[config.mk]
export PLATFORM = sky130hd
export DESIGN_NAME = run_median_filter
export DESIGN_NICKNAME = d
export VERILOG_FILES = /design/src/rtl/mf_pkg.sv /design/src/rtl/mf_cell.sv /design/src/rtl/mf_rank_bus.sv /design/src/rtl/mf_median_sel.sv /design/src/rtl/run_median_filter.sv
export SDC_FILE = /design/constraint.sdc
export NUM_CORES = 1
export LEC_CHECK = 0
export BUFFER_PORTS_ARGS = -buffer_cell sky130_fd_sc_hd__buf_2
export CAP_MARGIN = 20
export CORE_ASPECT_RATIO = 0.6
export CORE_MARGIN = 2
export CORE_UTILIZATION = 40
export DETAILED_ROUTE_END_ITERATION = 8
export GPL_ROUTABILITY_DRIVEN = 0
export PLACE_DENSITY = 0.54
export REMOVE_ABC_BUFFERS = 1
export SLEW_MARGIN = 15
export SYNTH_ARGS = -nofsm -noshare
export SYNTH_HDL_FRONTEND = slang
export SYNTH_SLANG_ARGS = --single-unit
[constraint.sdc]
create_clock -name clk -period 10.66 [get_ports clk]
set_input_delay 0.533 -clock clk [delete_from_list [all_inputs] [get_ports clk]]
set_output_delay 0.533 -clock clk [all_outputs]
set_load 0.02 [all_outputs]
[src/rtl/mf_pkg.sv]
package mf_pkg;

  // Width needed to hold a rank in 0..n
  function automatic int rank_width(input int n);
    return $clog2(n + 1);
  endfunction

  // Rank of the median in a window of n (odd) samples
  function automatic int mid_rank(input int n);
    return (n + 1) / 2;
  endfunction

endpackage

[src/rtl/mf_cell.sv]
module mf_cell #(
  parameter int N       = 5,
  parameter int W       = 8,
  parameter int RW      = 3,
  parameter bit TOK_RST = 1'b0
) (
  input  logic          clk,
  input  logic          rst_n,
  input  logic          accept,
  input  logic [W-1:0]  x,
  input  logic [RW-1:0] bus_rank,
  input  logic [RW-1:0] le_others,
  input  logic          tok_in,
  output logic [W-1:0]  r,
  output logic [RW-1:0] p,
  output logic          t,
  output logic          le
);

  logic [W-1:0]  r_nxt;
  logic [RW-1:0] p_nxt;
  logic          t_nxt;
  logic          above_leaver;
  logic          below_new;

  // Stored sample is at most the incoming one (feeds token cell's rank)
  assign le = (r <= x);

  assign above_leaver = (p > bus_rank);
  assign below_new    = (x < r);

  always_comb begin
    r_nxt = r;
    p_nxt = p;
    t_nxt = tok_in;
    if (t) begin
      // Token cell takes the new sample; newest ranks above equal older ones
      r_nxt = x;
      p_nxt = le_others + RW'(1);
    end else begin
      p_nxt = p - RW'(above_leaver) + RW'(below_new);
    end
  end

  always_ff @(posedge clk or negedge rst_n) begin
    if (!rst_n) begin
      r <= '0;
      p <= '0;
      t <= TOK_RST;
    end else if (accept) begin
      r <= r_nxt;
      p <= p_nxt;
      t <= t_nxt;
    end
  end

  // a rank never leaves the range 0..N
  p_rank_bound_r5: assert property (@(posedge clk) disable iff (!rst_n)
    p <= RW'(N));

endmodule

[src/rtl/mf_rank_bus.sv]
module mf_rank_bus #(
  parameter int N  = 5,
  parameter int RW = 3
) (
  input  logic [RW-1:0] p [N],
  input  logic [N-1:0]  t,
  input  logic [N-1:0]  le,
  output logic [RW-1:0] bus_rank,
  output logic [RW-1:0] le_cnt
);

  // AND/OR one-hot mux of the token cell's rank, and count of
  // non-token cells whose sample is <= the incoming one
  always_comb begin
    bus_rank = '0;
    le_cnt   = '0;
    for (int i = 0; i < N; i++) begin
      bus_rank = bus_rank | (p[i] & {RW{t[i]}});
      le_cnt   = le_cnt + RW'(le[i] & ~t[i]);
    end
  end

endmodule

[src/rtl/mf_median_sel.sv]
module mf_median_sel #(
  parameter int N   = 5,
  parameter int W   = 8,
  parameter int RW  = 3,
  parameter int MID = 3
) (
  input  logic          clk,
  input  logic          rst_n,
  input  logic          upd,
  input  logic          enough,
  input  logic [W-1:0]  r [N],
  input  logic [RW-1:0] p [N],
  output logic [W-1:0]  y,
  output logic          out_strobe,
  output logic          median_valid
);

  logic [N-1:0] hit;
  logic [W-1:0] med;
  logic [W-1:0] y_nxt;
  logic         strobe_nxt;
  logic         mv_nxt;

  always_comb begin
    med = '0;
    for (int i = 0; i < N; i++) begin
      hit[i] = (p[i] == RW'(MID));
      med    = med | (r[i] & {W{hit[i]}});
    end
  end

  always_comb begin
    y_nxt      = y;
    strobe_nxt = 1'b0;
    mv_nxt     = median_valid;
    if (upd) begin
      y_nxt      = med;
      strobe_nxt = enough;
      mv_nxt     = median_valid | enough;
    end
  end

  always_ff @(posedge clk or negedge rst_n) begin
    if (!rst_n) begin
      y            <= '0;
      out_strobe   <= 1'b0;
      median_valid <= 1'b0;
    end else begin
      y            <= y_nxt;
      out_strobe   <= strobe_nxt;
      median_valid <= mv_nxt;
    end
  end

  // once enough samples exist, exactly one cell sits at the middle rank
  p_single_mid_r5: assert property (@(posedge clk) disable iff (!rst_n)
    (upd && enough) |-> ($countones(hit) == 1));

  // without a pending update the output holds
  p_hold_y_r3: assert property (@(posedge clk) disable iff (!rst_n)
    !upd |=> $stable(y));

  // a strobe only appears with median_valid high
  p_strobe_valid_r7: assert property (@(posedge clk) disable iff (!rst_n)
    out_strobe |-> median_valid);

  // median_valid is sticky
  p_valid_sticky_r6: assert property (@(posedge clk) disable iff (!rst_n)
    median_valid |=> median_valid);

endmodule

[src/rtl/run_median_filter.sv]
module run_median_filter #(
  parameter int N = 5,
  parameter int W = 8
) (
  input  logic         clk,
  input  logic         rst_n,
  input  logic         in_valid,
  input  logic [W-1:0] in_sample,
  output logic [W-1:0] y,
  output logic         out_strobe,
  output logic         median_valid
);
  import mf_pkg::*;

  localparam int RW  = rank_width(N);
  localparam int MID = mid_rank(N);
  localparam int FW  = $clog2(MID + 1);

  logic [W-1:0]  cell_r [N];
  logic [RW-1:0] cell_p [N];
  logic [N-1:0]  tok;
  logic [N-1:0]  le;
  logic [N-1:0]  tok_rot;
  logic [RW-1:0] bus_rank;
  logic [RW-1:0] le_cnt;

  logic          s1_valid;
  logic          s1_valid_nxt;
  logic [FW-1:0] fill;
  logic [FW-1:0] fill_nxt;
  logic          enough;

  // Stage 1: per-cell rank update, insertion, token pass
  for (genvar i = 0; i < N; i++) begin : g_cell
    mf_cell #(
      .N(N), .W(W), .RW(RW),
      .TOK_RST(i == N - 1)
    ) u_cell (
      .clk       (clk),
      .rst_n     (rst_n),
      .accept    (in_valid),
      .x         (in_sample),
      .bus_rank  (bus_rank),
      .le_others (le_cnt),
      .tok_in    (tok[(i + N - 1) % N]),
      .r         (cell_r[i]),
      .p         (cell_p[i]),
      .t         (tok[i]),
      .le        (le[i])
    );
  end

  mf_rank_bus #(.N(N), .RW(RW)) u_bus (
    .p        (cell_p),
    .t        (tok),
    .le       (le),
    .bus_rank (bus_rank),
    .le_cnt   (le_cnt)
  );

  // Fill counter saturating at the median rank; stage-2 valid
  always_comb begin
    s1_valid_nxt = in_valid;
    fill_nxt     = fill;
    if (in_valid && (fill < FW'(MID))) begin
      fill_nxt = fill + FW'(1);
    end
  end

  always_ff @(posedge clk or negedge rst_n) begin
    if (!rst_n) begin
      s1_valid <= 1'b0;
      fill     <= '0;
    end else begin
      s1_valid <= s1_valid_nxt;
      fill     <= fill_nxt;
    end
  end

  assign enough = (fill >= FW'(MID));

  // Stage 2: median selection
  mf_median_sel #(.N(N), .W(W), .RW(RW), .MID(MID)) u_sel (
    .clk          (clk),
    .rst_n        (rst_n),
    .upd          (s1_valid),
    .enough       (enough),
    .r            (cell_r),
    .p            (cell_p),
    .y            (y),
    .out_strobe   (out_strobe),
    .median_valid (median_valid)
  );

  assign tok_rot = {tok[N-2:0], tok[N-1]};

  // exactly one token at all times
  p_token_onehot_r2: assert property (@(posedge clk) disable iff (!rst_n)
    $countones(tok) == 1);

  // token steps one cell per accepted sample
  p_token_step_r2: assert property (@(posedge clk) disable iff (!rst_n)
    in_valid |=> (tok == $past(tok_rot)));

  // token holds on idle cycles
  p_token_idle_r3: assert property (@(posedge clk) disable iff (!rst_n)
    !in_valid |=> $stable(tok));

endmodule

# [Word-level counts from Yosys, hierarchy flattened]
# Index checks and enable logic that the tools add are counted.
[op_classes] addsub=16 magnitude_cmp=17 eq_ne=5 muxes=6 bitwise_logic=29 reduce_logical=6
[op_table] operator="8-bit bitwise AND" n=5
[op_table] operator="8-bit less-or-equal comparator" n=5
[op_table] operator="8-bit less-than comparator" n=5
[op_table] operator="8-bit OR" n=4
[op_table] operator="3-bit by 1-bit adder with 3-bit output" n=5
[op_table] operator="1-bit by 3-bit bitwise AND with 3-bit output" n=5
[op_table] operator="3-bit bitwise AND" n=5
[op_table] operator="3-bit by 2-bit == test with 1-bit output (second input constant)" n=5
[op_table] operator="3-bit greater-than comparator" n=5
[op_table] operator="3-bit two-way mux" n=5
[op_table] operator="1-bit NOT with 3-bit output" n=5
[op_table] operator="3-bit by 1-bit subtractor with 3-bit output" n=5
[op_table] operator="3-bit adder" n=4
[op_table] operator="3-bit OR" n=4
[op_table] operator="2-bit AND reduction" n=5
[op_table] operator="3-bit by 1-bit adder with 3-bit output (second input constant)" n=1
[op_table] operator="2-bit by 1-bit adder with 2-bit output (second input constant)" n=1
[op_table] operator="2-bit greater-or-equal comparator (second input constant)" n=1
[op_table] operator="2-bit less-than comparator (second input constant)" n=1
[op_table] operator="1-bit logical AND" n=1
[op_table] operator="1-bit two-way mux" n=1
[op_table] operator="1-bit OR" n=1
[totals] regBits=73 in_bits=11 output_inout_bits=10

# [Logic depth before layout (Yosys ltp)]
[logic_depth] ltp_word=9 mapped_depth=15 depth_no_buf=14

# [By module]
# A second synthesis with hierarchy kept.
[hier_totals] cells_unflattened=520 hier_area_um2=5260.0
[modules_own_cells] mod="mf_cell (g_cell[0].u_cell ...)" instances=4 cells_each=86 area_each_um2=874.6 seq_area_each_um2=300.3
[modules_own_cells] mod="mf_cell (g_cell[4].u_cell)" instances=1 cells_each=86 area_each_um2=875.8 seq_area_each_um2=301.5
[modules_own_cells] mod="mf_median_sel" instances=1 cells_each=64 area_each_um2=605.6 seq_area_each_um2=250.2
[modules_own_cells] mod="mf_rank_bus" instances=1 cells_each=19 area_each_um2=155.1 seq_area_each_um2=0.0
[modules_own_cells] mod="run_median_filter" instances=1 cells_each=7 area_each_um2=125.1 seq_area_each_um2=75.1

# [Least setup slack after synthesis]
# No wires, ideal clock.
[synth_timing] path_kind="reg2reg" startpoint="register g_cell[4].u_cell.t" endpoint="register g_cell[4].u_cell.p[2]" setup_ps=141 arrival_ps=3240 t_required_ps=10519 path_slack_ps=7279 path_stages_with_launch=16 synth_period_minus_slack_ps=3381 path_cell_list="dfstp_2 -> buf_6 -> a222oi_1 -> o221ai_1 -> ha_1 -> nor2_1 -> maj3_1 -> a22o_1 -> ha_1 -> inv_1 -> ha_1 -> fa_1 -> xnor2_1 -> nand3_1 -> o21ai_0 -> a22oi_1"
[synth_between] elab_chain_cells=6 word_cells_on_any_way=10
[synth_lines] element="start, declared" line="mf_cell.sv:16" source="output logic t,"
[synth_lines] element="start signal, assigned" line="mf_cell.sv:53" source="t <= t_nxt;"
[synth_lines] element="3-bit bitwise AND" line="mf_rank_bus.sv:18" source="bus_rank = bus_rank | (p[i] & {RW{t[i]}});"
[synth_lines] element="3-bit OR" line="mf_rank_bus.sv:18"
[synth_lines] element="3-bit greater-than comparator" line="mf_cell.sv:29" source="assign above_leaver = (p > bus_rank);"
[synth_lines] element="3-bit by 1-bit subtractor with 3-bit output" line="mf_cell.sv:41" source="p_nxt = p - RW'(above_leaver) + RW'(below_new);"
[synth_lines] element="3-bit by 1-bit adder with 3-bit output" line="mf_cell.sv:41"
[synth_lines] element="3-bit two-way mux *" line="mf_cell.sv:36" source="if (t) begin"
[synth_lines] element="end signal, assigned" line="mf_cell.sv:52" source="p <= p_nxt;"
[synth_lines] element="end, declared" line="mf_cell.sv:15" source="output logic [RW-1:0] p,"
# Mark *: on every way between the ends. The rest lies on a longest branch, timed or not.
# A chain may end at the register's enable or synchronous reset.

# [Worst setup path in the final report]
[layout_timing] startpoint="register g_cell[1].u_cell.t" endpoint="register g_cell[4].u_cell.p[2]"
[layout_between] elab_chain_cells=9 word_cells_on_any_way=16
[layout_lines] element="start, declared" line="mf_cell.sv:16"
[layout_lines] element="start signal, assigned" line="mf_cell.sv:53"
[layout_lines] element="parallel branches: the longest is 8 deep, another holds 3-bit adder"
[layout_lines] element="3-bit two-way mux *" line="mf_cell.sv:36"
# Mark *: on every way between the ends.

==> impl.org <==
** Run status
- The flow ran to the end, and the final reports show no timing, DRC or antenna violations.

** Power and ir drop
- Worst ir drop on vdd :: 168 µV
- Total power density per cell area :: 368 nW/µm²
- Static power due to leakage :: 2.50 nW

** Worst setup path
- Category of the most critical setup path :: reg -> reg
- Across all register-to-register paths, the minimum setup slack is 6.94 ns.
- The critical path goes through a222oi_1 -> o221ai_1 -> ha_1 -> nor2_1 -> maj3_1 -> a22o_1 -> ha_1 -> inv_1 -> ha_1 -> fa_1 -> xnor2_1 -> nand3_1 -> o21ai_0 -> a22oi_1.
- The endpoint identified for the worst register-to-register timing path is g_cell[4].u_cell.p[2]$_DFFE_PN0P_.
- In this design, the stage delay of the slowest critical-path cell is 0.49 ns.
- Kind of launch point of the worst setup path :: flop
- The cell that appears most often on the critical path is ha_1.
- Number of cells on the worst reg-to-reg path :: 14
- In this run the worst path has a maximum fanout of 7.
- Critical R2R Launch :: g_cell[1].u_cell.t$_DFFE_PN0P_
- The worst setup path is captured at a flop.
- The slowest stage of the critical path is the dfrtp_1 cell.
- At the worst endpoint, the arrival time is 3.91 ns.
- STA puts the critical path data required time at 10.84 ns.

** Routing
- The first detailed-routing pass took 5 iterations.
- The final route contains 3610 vias.
- Wirelength, routed :: 12.5 mm
- Antenna Violating Nets Remaining :: 0
- Via count normalized by instance count :: 5.61
- After detailed routing, the average wire length per cell comes to 19.4 µm.
- Number of design-rule violations left by the first detailed-router iteration :: 267
- After detailed routing, the number of remaining DRC violations is 0.

** Timing
- Total count of hold-check failures in the final report :: 0
- In the final timing run, aggregate negative setup slack is 0 ns.
- For the pin with the worst max-slew slack, the measured transition is 1.03 ns.
- Final worst path period share :: 34.9%
- The worst path in the final design needs a cycle of 3.72 ns, including I/O delays and setup.
- Hold WS :: 0.335 ns
- Across the routed clock network, the largest skew measured is 0.00567 ns.
- RSZ-0062 raised after global routing :: false
- Worst slew margin :: 31.0%
- Setup violations remaining at the end of the flow were counted as 0.
- Static timing analysis puts the maximum clock frequency at 269 MHz.
- The number of pins with negative max-slew slack in the final report came to 0.

** Yosys
- For this run, the number of Yosys warnings is 0.
- After synthesis, the share of flip-flops with an asynchronous set or reset is 100%.
- After synthesis the cells add up to 4780 µm².
- Yosys mapped the design onto 41 distinct sky130hd cell types.
- Counting flops and latches in the post-synthesis netlist gives 73.
- The most used flip-flop cell after synthesis is dfrtp_1.
- Cells after synthesis :: 461
- Proportion of synthesized chip area in sequential cells :: 38.2%
- Per-instance average area after synthesis :: 10.4 µm²
- Post-synth EDFFs :: 0

** Clock network
- Post-CTS clock slew at the launch and capture registers of the worst setup and hold paths :: 0.06 ns
- The number of hold buffers added after CTS was 0.
- Once the clock tree was built, the setup fixing pass inserted 0 buffers.
- The tree built by TritonCTS fans out to 73 sinks.
- Clock latency on the worst-skew pair :: 0.34 ns
- CTS HTree Levels :: 3
- The root buffer cell chosen for the clock tree is clkbuf_16.
- The clock passes through at most 2 buffers.
- Resized cells post-CTS :: 0
- TritonCTS built the clock tree.
- Counting the buffers created by CTS gives 9.

** Cells and area
- Net total in the final layout :: 559
- Compared with the post-synthesis result, the final layout area differs by 12.5%.
- The count of cells in the finished layout, fillers not included, comes to 643.
- Diode insertion count for antenna repair :: 0
- In the final layout, the share of cells above drive strength 1 is 17.2%.
- Post-route cell area :: 5380 µm²

** Floorplan
- In this run the core area contains 30 standard-cell rows.
- Die area :: 12900 µm²
- Number of primary I/O pins :: 21
- Die Y :: 88.7 µm
- After floorplanning, the core was sized to cover 11500 µm².
- DIE WIDTH :: 145 µm
- Starting Density :: 41.6%

** Place
- Count of buffers inserted at the top-level ports :: 20
- Once placement finished, the instance area stood at 5010 µm².
- DP Cell Count :: 627
- Half-perimeter wire length after detailed placement :: 8.97 mm

** GRT
- Largest net degree at the start of global routing :: 74
- Global-route met3 utilization :: 4.33%
- The number of antenna violations at the first check in global routing came to 0.
- M2 GR Usage :: 30.4%
- For met1 alone, demand over resource in global routing was 31.7%.
- Summed over all layers, the global routing overflow is 0.
- The number of global-route vias before repair came to 3587.
- All-Layer GR Usage :: 20.9%
- Top Usage Layer GRT :: met1
- The first global-routing pass estimated 20.2 mm of wire.

** Worst hold path
- Hold WC Path Type :: in -> async

** Run
- Count of max-cap constraint violations :: 0
==> flip-flops by register name, summed over array words and instances, names as in the netlist <==
| register | count |
|---|---|
| g_cell.u_cell.t | 5 |
| g_cell.u_cell.r | 40 |
| g_cell.u_cell.p | 15 |
| s1_valid | 1 |
| u_sel.out_strobe | 1 |
| u_sel.median_valid | 1 |
| u_sel.y | 8 |
| fill | 2 |
==> synth_stat cells (2+ instances only) <==
| library cell | number | share of area [%] |
|---|---|---|
| o21ai_0 | 18 | 1.9 |
| dfrtp_1 | 72 | 38 |
| mux2_2 | 36 | 8.5 |
| clkbuf_1 | 9 | 0.71 |
| nor2b_1 | 5 | 0.65 |
| a21boi_0 | 4 | 0.63 |
| nand3_1 | 11 | 1.2 |
| nand4_1 | 8 | 1.0 |
| a31oi_1 | 8 | 1.0 |
| ha_1 | 63 | 16 |
| nor2_1 | 27 | 2.1 |
| inv_1 | 64 | 5.0 |
| a21oi_1 | 26 | 2.7 |
| fa_1 | 7 | 2.9 |
| inv_2 | 4 | 0.31 |
| xnor2_1 | 5 | 0.92 |
| maj3_1 | 5 | 1.0 |
| a22oi_1 | 11 | 1.7 |
| a22o_1 | 5 | 0.92 |
| mux2i_1 | 10 | 2.1 |
| o41a_1 | 2 | 0.47 |
| nor3_2 | 5 | 1.0 |
| a222oi_1 | 11 | 2.3 |
| o211ai_1 | 9 | 1.4 |
| buf_6 | 2 | 0.47 |
| nor3_1 | 4 | 0.42 |
| o22ai_1 | 2 | 0.26 |
| buf_2 | 3 | 0.31 |
| o41ai_1 | 2 | 0.37 |
| a221oi_1 | 2 | 0.37 |
| nand2_1 | 11 | 0.86 |
==> routing by layer <==
metal	share of wire, %	wire, µm	vias to the layer above
met5	0	0	-
met4	0.99	123	0
met2	40	4970	80
met3	5.1	640	11
li1	-	-	1702
met1	54	6740	1817
==> worst max path at each step <==
stage                                                 start                                 to  cells after the start
after floorplan              g_cell[4].u_cell.t$_DFFE_PN1P_  g_cell[4].u_cell.p[2]$_DFFE_PN0P_                     14
after global placement                         in_sample[1]  g_cell[0].u_cell.p[1]$_DFFE_PN0P_                     13
after detailed placement                       in_sample[1]  g_cell[2].u_cell.p[1]$_DFFE_PN0P_                     13
after CTS                    g_cell[0].u_cell.t$_DFFE_PN0P_  g_cell[4].u_cell.p[2]$_DFFE_PN0P_                     14
after global routing      g_cell[0].u_cell.p[2]$_DFFE_PN0P_  g_cell[4].u_cell.p[2]$_DFFE_PN0P_                     14
final                        g_cell[1].u_cell.t$_DFFE_PN0P_  g_cell[4].u_cell.p[2]$_DFFE_PN0P_                     14
==> logic make-up (layout without fill, tap and decap cells) <==
group / after synthesis / after routing / share of synthesized area, %
flip-flops: 73 / 73 / 38.2
XOR/XNOR: 6 / 6 / 1.10
adder cells (fa/ha/maj): 75 / 75 / 20.5
AO/OA/AOI/OAI: 104 / 104 / 14.9
multiplexers: 46 / 46 / 10.6
buffers and inverters: 82 / 104 / 6.83
AND/OR/NAND/NOR: 75 / 75 / 7.88
==> layout by cell type, fill, tap and decap left out, drive strengths merged, types with 9 or more instances in the layout <==
cell type  instances
ha                63
clkbuf             9
nor2              27
nor3               9
inv               68
buf               20
dfrtp             72
a22oi             11
nand3             11
mux2              36
mux2i             10
o211ai             9
nand2             11
a222oi            11
a21oi             26
o21ai             18
==> critical path, delay by kind of cell, from the launching register on <==
kind	cells	cell delay [ns]
flops	1	0.49
xor+xnor	1	0.21
fa+ha+maj	5	1.62
buf+inv	1	0.04
simple gates	2	0.15
compound gates	5	1.06
==> final cells by class <==
type	instances	area, µm²
repair buffers	20	103
fillers	1120	6110
well taps	160	200
flip-flops and latches	73	1830
clock buffers	9	225
clock inverters	7	143
inverters	68	255
multi-input cells	306	2630
==> power breakdown <==
part / total, mW / switching, mW / internal, mW
combinational: 1.07 / 0.590 / 0.476
sequential: 0.533 / 0.128 / 0.406
clock: 0.379 / 0.126 / 0.253
total: 1.98 / 0.844 / 1.13
==> per-stage QoR <==
stage | power (mW) | utilization [%] | worst slack (ns)
floorplan | 1.28 | - | 7.36
global placement | 1.57 | 43.6 | 6.73
detailed placement | 1.59 | 43.6 | 6.72
CTS | 1.98 | 46.8 | 6.97
global route | 2.17 | 46.8 | 6.69
finish | 1.98 | 46.8 | 6.94
Note: power is estimated with default switching activity, not from simulation.
